==> src/rtl/exc_pkg.sv <==
package exc_pkg;
  typedef struct packed {
    logic kernel;
    logic ie;
  } mode_t;

  localparam mode_t MODE_BOOT = '{kernel: 1'b1, ie: 1'b0};
  localparam mode_t MODE_STACK_RST = '{kernel: 1'b0, ie: 1'b1};
endpackage

==> src/rtl/exc_prio.sv <==
module exc_prio #(
  parameter int NUM_SRC = 2,
  parameter int CODE_W  = 5
) (
  input  logic [NUM_SRC-1:0] req,
  output logic               any,
  output logic [CODE_W-1:0]  code
);
  // lowest index wins: scan from the top so the last hit is the lowest
  always_comb begin
    code = '0;
    for (int i = NUM_SRC - 1; i >= 0; i--) begin
      if (req[i]) code = CODE_W'(i);
    end
  end
  assign any = |req;
endmodule

==> src/rtl/exc_target.sv <==
module exc_target #(
  parameter int          XLEN       = 32,
  parameter int          CODE_W     = 5,
  parameter logic [31:0] FIXED_VEC  = 32'h8000_0080,
  parameter logic [31:0] VEC_BASE   = 32'h0000_0080,
  parameter int          SLOT_SHIFT = 7
) (
  input  logic              vec_mode,
  input  logic [CODE_W-1:0] code,
  output logic [XLEN-1:0]   target
);
  logic [XLEN-1:0] fixed_addr;
  logic [XLEN-1:0] table_addr;

  assign fixed_addr = XLEN'(FIXED_VEC);
  assign table_addr = XLEN'(VEC_BASE) + (XLEN'(code) << SLOT_SHIFT);
  assign target     = vec_mode ? table_addr : fixed_addr;
endmodule

==> src/rtl/exc_status.sv <==
module exc_status
  import exc_pkg::*;
(
  input  logic  clk,
  input  logic  rst,
  input  logic  take,
  input  logic  ret,
  output mode_t cur,
  output mode_t prev
);
  always_ff @(posedge clk) begin
    if (rst) begin
      cur  <= MODE_BOOT;
      prev <= MODE_STACK_RST;
    end else if (take) begin
      prev <= cur;
      cur  <= MODE_BOOT;
    end else if (ret) begin
      cur <= prev;
    end
  end
endmodule

==> src/rtl/exc_vector_unit.sv <==
module exc_vector_unit
  import exc_pkg::*;
#(
  parameter int          XLEN       = 32,
  parameter int          CODE_W     = 5,
  parameter int          NUM_SRC    = 2,
  parameter logic [31:0] FIXED_VEC  = 32'h8000_0080,
  parameter logic [31:0] VEC_BASE   = 32'h0000_0080,
  parameter int          SLOT_SHIFT = 7,
  parameter int          INSN_BYTES = 4
) (
  input  logic              clk,
  input  logic              rst,
  input  logic              undef_req_i,
  input  logic              ovf_req_i,
  input  logic              eret_i,
  input  logic              vec_mode_i,
  input  logic [XLEN-1:0]   pc_i,
  input  logic              rf_we_i,
  output logic              rf_we_o,
  output logic              redirect_o,
  output logic [XLEN-1:0]   next_pc_o,
  output logic [CODE_W-1:0] cause_o,
  output logic [XLEN-1:0]   epc_o,
  output logic              kernel_o,
  output logic              ie_o
);
  localparam logic [XLEN-1:0] STEP = XLEN'(INSN_BYTES);

  logic [NUM_SRC-1:0] req_vec;
  logic               take;
  logic               ret;
  logic [CODE_W-1:0]  code;
  logic [XLEN-1:0]    handler;
  mode_t              cur_mode;
  mode_t              prev_mode;

  // bit position equals cause code; lower code has priority
  always_comb begin
    req_vec    = '0;
    req_vec[0] = undef_req_i;
    req_vec[1] = ovf_req_i;
  end

  exc_prio #(.NUM_SRC(NUM_SRC), .CODE_W(CODE_W)) u_prio (
    .req  (req_vec),
    .any  (take),
    .code (code)
  );

  exc_target #(
    .XLEN(XLEN), .CODE_W(CODE_W), .FIXED_VEC(FIXED_VEC),
    .VEC_BASE(VEC_BASE), .SLOT_SHIFT(SLOT_SHIFT)
  ) u_target (
    .vec_mode (vec_mode_i),
    .code     (code),
    .target   (handler)
  );

  assign ret = eret_i & ~take;

  exc_status u_status (
    .clk  (clk),
    .rst  (rst),
    .take (take),
    .ret  (ret),
    .cur  (cur_mode),
    .prev (prev_mode)
  );

  always_ff @(posedge clk) begin
    if (rst) begin
      cause_o    <= '0;
      epc_o      <= '0;
      next_pc_o  <= '0;
      redirect_o <= 1'b0;
    end else if (take) begin
      cause_o    <= code;
      epc_o      <= pc_i - STEP;
      next_pc_o  <= handler;
      redirect_o <= 1'b1;
    end else if (ret) begin
      next_pc_o  <= epc_o;
      redirect_o <= 1'b1;
    end else begin
      redirect_o <= 1'b0;
    end
  end

  assign rf_we_o  = rf_we_i & ~take;
  assign kernel_o = cur_mode.kernel;
  assign ie_o     = cur_mode.ie;
endmodule

==> config.mk <==
export PLATFORM = sky130hd
export DESIGN_NAME = exc_vector_unit
export DESIGN_NICKNAME = d
export VERILOG_FILES = /design/src/rtl/exc_pkg.sv /design/src/rtl/exc_prio.sv /design/src/rtl/exc_target.sv /design/src/rtl/exc_status.sv /design/src/rtl/exc_vector_unit.sv
export SDC_FILE = /design/constraint.sdc
export NUM_CORES = 1
export LEC_CHECK = 0
export BUFFER_PORTS_ARGS = -buffer_cell sky130_fd_sc_hd__buf_2
export CAP_MARGIN = 20
export CORE_AREA = 5 5 90 92
export DETAILED_ROUTE_END_ITERATION = 8
export DIE_AREA = 0 0 95 97
export HOLD_SLACK_MARGIN = 0.08
export PLACE_DENSITY = 0.74
export SLEW_MARGIN = 30
export SYNTH_ARGS = -nofsm -noshare
export SYNTH_HDL_FRONTEND = slang
export SYNTH_SLANG_ARGS = --single-unit
==> constraint.sdc <==
create_clock -name clk -period 1.35 [get_ports clk]
set_input_delay 0 -clock clk [delete_from_list [all_inputs] [get_ports clk]]
set_output_delay 0 -clock clk [all_outputs]
set_load 0.01 [all_outputs]
==> results of run 1 <==
## where the power goes
part           total [W]  internal [W]  switching (W)
Sequential       0.00223       0.00216      0.0000694
Clock            0.00188       0.00108       0.000791
Combinational   0.000755      0.000370       0.000385
Total            0.00486       0.00361        0.00125
## metal layers
| metal | track usage, % | vias to the layer above | wire length (um) |
|---|---|---|---|
| met5 | 0 | - | 0 |
| met4 | 9.99 | 0 | 212 |
| met3 | 4.89 | 15 | 591 |
| met2 | 35.4 | 130 | 4860 |
| met1 | 25.8 | 1556 | 4050 |
| li1 | - | 1599 | - |
## placed cells by master (no fill, tap or decap), types with 2 or more instances in the layout
cell type and instances:
a211oi_1 12, a21oi_1 5, a311oi_1 13, a311oi_2 2, buf_2 107, buf_4 63, bufinv_16 2, clkbuf_8 10
clkinv_2 2, clkinvlp_4 2, conb_1 4, dfxtp_1 70, dlygate4sd3_1 27, inv_1 3, mux2i_1 32, nand2_1 13
nand2b_1 2, nand3_1 6, nand4_1 6, nand4b_1 3, nor2_1 66, nor2b_1 3, nor3_1 8, nor4_2 3
nor4_4 2, o21a_1 4, o21ai_0 3, o311a_1 3, o31ai_1 9, o41ai_1 2, or2_2 3, or3_1 4
or4_1 8, xnor2_1 2, xor2_1 7
## state kept, by name, summed over array words and instances, names as in the netlist
name,count
cause_o,1
epc_o,32
next_pc_o,32
redirect_o,1
u_status.cur,2
u_status.prev,2
## worst paths after layout
kind,to,depth (start not counted)
setup / recovery,epc_o[26]$_SDFFE_PP0N_,5
hold / removal,next_pc_o[7]$_SDFFE_PP0P_,4
setup reg to reg,epc_o[2]$_SDFFE_PP0N_,3
hold reg to reg,u_status.prev[1]$_SDFFE_PP0N_,2
## through the flow
stage	setup slack (ns)	instance area [um^2]	setup TNS [ns]
final	-0.0333	4700	-0.0641
after global routing	-0.0620	4700	-0.128
after CTS	0.0345	4650	0
after detailed placement	-0.294	4150	-3.53
after global placement	-0.241	4150	-2.66
after floorplan	-0.0636	3140	-0.297
## kinds of logic (layout without fill, tap and decap cells)
kind of cell	after synthesis	count (layout)	synth area share (%)
AOI/OAI and AO/OA	58	58	14.5
xor gates and xnor gates	9	9	2.53
adders and majority gates	1	1	0.402
buffers and inverters	30	218	4.22
DFF	70	70	45.0
muxes	32	32	10.3
other	1	4	0.121
and+or+nand+nor	138	138	22.9
## cell type report
class | count | area [um^2] | share of cell area (%)
Timing Repair Buffer | 199 | 1310 | 27.9
Sequential cell | 70 | 1400 | 29.8
Inverter | 3 | 11.3 | 0.239
Clock buffer | 10 | 138 | 2.93
Clock inverter | 6 | 85.1 | 1.81
Tap cell | 99 | 124 | 2.63
Multi-Input combinational cell | 242 | 1630 | 34.7
## critical path, cell delays in order
cell	delay [ns]
buf_2	0.11
dlygate4sd3_1	0.55
buf_4	0.15
or4_1	0.54
a311oi_1	0.28
## timing repair
| action | 4_1_cts | 5_1_grt |
|---|---|---|
| hold buffers | 28 | 0 |
| buffers inserted | 0 | 2 |
| hold endpoints to repair | 28 | 0 |
| setup endpoints to repair | 0 | 8 |
| gates resized for setup | 0 | 8 |
==> flow_summary_export.csv, run 1 <==
group,metric,value,unit
global_route,grt_max_degree,35,
cts,root_buffer,"clkbuf_8",
final_layout,diodes,0,
yosys,synthArstFlopShare,0,%
cts,numClockSinks,70,
global_route,antenna_found_initial,0,
drt,drtIter0Drc,217,
drt,drt-vias-per-instance,5.25,
run_status,status,"finished, violations left",
critical_path,worstPathRequired,1.59,ns
cts,cts_buffer_depth,2,
critical_path,worst-setup-path-type,"in2reg",
min_path,hold_class,"in2reg",
drt,drt-total-wl,9720,um
final_layout,nFillCells,607,
die,rows,31,
yosys,yosys.area.top_type,"dfxtp_1",
global_route,grt_overflow,0,
placement,dpl.cell_count,583,
die,dieArea,9220,um^2
yosys,yosysWarnings,0,
cts,clkTransAtPathRegs,0.07,ns
sta,setup_ws,-0.0333,ns
run_status,violations,"negative setup slack",
sta,fin_crit_sh,102,%
final_layout,nNetsFinal,565,
yosys,synthCells,339,
yosys,yosysMostFrequentCell,"dfxtp_1",
cts,cts_buffers,9,
final_layout,final_cells,629,
power_and_ir_drop,p_total,0.00486,W
yosys,synth_edf_count,0,
die,die_x,95,um
yosys,netlist_area,3110,um^2
sta,hold_ws,0.108,ns
critical_path,r2r-start,"epc_o[2]$_SDFFE_PP0N_",
yosys,netlist.area_leader.share,45.0,%
power_and_ir_drop,power_density,1030,nW/um^2
drt,vias,3300,
drt,dr.pass1.iters,4,
sta,fin_crit,1.38,ns
yosys,synth_common_cells,"dfxtp_1 (70), nor2_1 (67), mux2i_1 (32), clkbuf_1 (19), a311oi_1 (15)",
final_layout,drive_gt1_share,38.9,%
sta,fmax,723,MHz
sta,clock_skew,0.00504,ns
cts,htree_num_levels,3,
cts,clkLatencyLatePin,0.34,ns
die,die_h,97,um
drt,ant_nets,0,
drt,drc_errors,0,
die,io_pins,112,
critical_path,arrival,1.62,ns
die,core_area,7140,um^2
die,start_util,43.6,%
power_and_ir_drop,p_leak,2.16,nW
global_route,grt_pass1_vias,3357,
cts,cts_tree,"yes",
min_path,worst_hold_startpoint,"ovf_req_i",
critical_path,worst_setup_path_start_kind,"input port",
placement,gp_congestion,0.799,
placement,dp_hpwl,6790,um
yosys,yosys.cell_types.count,43,
sta,setup_viol_count_final,2,
yosys,ys_top_cells_by_area,"dfxtp_1 (45%), mux2i_1 (10%), nor2_1 (8.1%)",
drt,drt-wirelength-per-cell,15.4,um
yosys,yosys_most_used_dff,"dfxtp_1",
critical_path,endpoint_kind,"register",
final_layout,final_util,65.9,%
sta,hold_viol_final,0,
yosys,synth-seq-area-share,45.0,%
final_layout,area_delta_synth_final,51.2,%
power_and_ir_drop,irDropWorstVdd,0.000687,V
critical_path,r2r_setup_slack,0.14,ns
yosys,ys_ff_latch,70,
critical_path,cp_max_fo,4,
global_route,grt_pass1_wl,15600,um
critical_path,startpoint,"pc_i[26]",
job,cap_violations,0,
yosys,avgSynthCellArea,9.18,um^2
placement,portBuffers,107,
global_route,grt_use_total,21.4,%
sta,finalMaxSlewViolations,0,
Note: power is estimated with default switching activity, not from simulation.
==> inputs of run 2 (changes only) <==
- CORE_AREA: 5 5 90 92 -> 2 2 87 89
- DIE_AREA: 0 0 95 97 -> 0 0 89 91
==> flow_summary_export.csv, run 2 (synthesis gave the netlist of run 1 again) <==
group,metric,value,unit
placement,dpl.cell_count,581,
critical_path,arrival,1.58,ns
final_layout,drive_gt1_share,38.9,%
sta,finalMaxSlewViolations,0,
critical_path,worstPathRequired,1.60,ns
cts,clkLatencyLatePin,0.35,ns
global_route,grt_overflow,0,
drt,drt-wirelength-per-cell,14.9,um
critical_path,path_cells,"buf_2 > buf_4 > dlygate4sd3_1 > or4_4 > a311oi_2",
global_route,grt_max_degree,35,
cts,htree_num_levels,3,
critical_path,endpoint_kind,"register",
die,io_pins,112,
cts,clkTransAtPathRegs,0.07,ns
final_layout,design_area,4710,um^2
global_route,grt_pass1_wl,14800,um
power_and_ir_drop,irDropWorstVdd,0.000550,V
drt,drt-vias-per-instance,5.24,
final_layout,final_cell_mix,"buf_2 (105), dfxtp_1 (70), nor2_1 (66)",
die,core_area,7140,um^2
placement,dp_hpwl,6480,um
cts,cts_tree,"yes",
die,rows,31,
critical_path,crit_slowest_cell,"dlygate4sd3_1",
die,die_h,91,um
cts,numClockSinks,70,
critical_path,cp_max_fo,4,
critical_path,worst-setup-path-type,"in2reg",
final_layout,diodes,0,
global_route,grt_use_total,23.4,%
critical_path,slowest_delay,0.57,ns
sta,clock_skew,0.00740,ns
drt,vias,3267,
final_layout,final_util,66.0,%
power_and_ir_drop,netSwitchingPower,0.00126,W
power_and_ir_drop,internal_power,0.00385,W
sta,setup_viol_count_final,0,
power_and_ir_drop,sw_frac_of_total,24.6,%
sta,finalSetupTns,0,ns
final_layout,multi_input_area,1650,um^2
final_layout,final_common_cell,"buf_2",
critical_path,worst_setup_path_start_kind,"input port",
drt,ant_nets,0,
final_layout,nNetsFinal,560,
sta,fmax,752,MHz
min_path,hold_class,"in2reg",
final_layout,nFillCells,600,
power_and_ir_drop,seq_power_share,43.6,%
cts,cts_buffers,9,
final_layout,regArea,1400,um^2
drt,drtIter0Drc,180,
run_status,status,"completed",
global_route,grt_pass1_vias,3163,
power_and_ir_drop,p_leak,2.17,nW
cts,root_buffer,"clkbuf_8",
drt,drc_errors,0,
sta,fin_crit,1.33,ns
die,dieArea,8100,um^2
sta,hold_viol_final,0,
critical_path,r2r_setup_slack,0.35,ns
die,start_util,43.6,%
final_layout,area_delta_synth_final,51.5,%
power_and_ir_drop,power_density,1080,nW/um^2
power_and_ir_drop,pwr-share-comb,14.7,%
cts,cts_buffer_depth,2,
global_route,antenna_found_initial,0,
drt,drt-total-wl,9320,um
final_layout,largestRegisters,"epc_o (32), next_pc_o (32)",
final_layout,final_cells,624,
drt,dr.pass1.iters,4,
sta,fin_crit_sh,98.5,%
power_and_ir_drop,clkPwrFrac,41.7,%
job,cap_violations,0,
critical_path,path_buf_inv,3,
placement,placed_area,4140,um^2
die,die_x,89,um
critical_path,cp_top_family,"buffers and inverters",
placement,portBuffers,107,
placement,gp_congestion,0.870,
## run 2: metal layers
layer | part of all wire [%] | wire, um | GRT usage [%] | vias up
met2 | 49 | 4600 | 38.9 | 118
met5 | 0 | 0 | 0 | -
li1 | - | - | - | 1595
met4 | 2.0 | 182 | 9.95 | 0
met3 | 6.4 | 596 | 4.55 | 17
met1 | 42 | 3930 | 29.1 | 1537
## run 2: power groups by stage
stage          registers (W)  clock network [W]  logic, W
6_report             0.00223            0.00213  0.000749
5_1_grt              0.00224            0.00226  0.000815
4_1_cts              0.00223            0.00216  0.000734
3_5_place_dp         0.00228                  0  0.000673
3_3_place_gp         0.00227                  0  0.000657
2_1_floorplan        0.00231                  0  0.000298
## run 2: worst paths after layout
kind / from / endpoint / depth (start not counted)
max: pc_i[24] / epc_o[25]$_SDFFE_PP0N_ / 5
min: pc_i[20] / epc_o[24]$_SDFFE_PP0N_ / 4
max reg2reg: next_pc_o[7]$_SDFFE_PP0P_ / next_pc_o[7]$_SDFFE_PP0P_ / 4
min reg2reg: u_status.prev[1]$_SDFFE_PP0N_ / u_status.prev[1]$_SDFFE_PP0N_ / 2
## run 2: cell type report
type / count / area share, %
Multi-Input combinational cell: 242 / 34.9
Sequential cell: 70 / 29.7
Timing Repair Buffer: 194 / 27.0
Clock buffer: 11 / 3.21
Tap cell: 99 / 2.63
Clock inverter: 5 / 2.23
Inverter: 3 / 0.239
## run 2: repair_timing
item	in CTS	in global routing
endpoints found under the setup margin	0	6
hold buffers	25	0
setup buffers	0	4
hold endpoints to repair	24	0
resized for setup	0	10
## run 2: worst reg2reg max path: cells and delay by family, from the launching register on
family	cells	cell delay, ns
simple gates	2	0.17
compound gates	2	0.41
flops	1	0.31
## run 2: metrics by stage
stage	power (W)	setup slack, ns	hold WS [ns]
2_1_floorplan	0.00261	-0.0636	0.0768
3_3_place_gp	0.00293	-0.227	0.222
3_5_place_dp	0.00295	-0.291	0.215
4_1_cts	0.00513	0.0174	0.0822
5_1_grt	0.00532	-0.0262	0.0876
6_report	0.00511	0.0201	0.0889
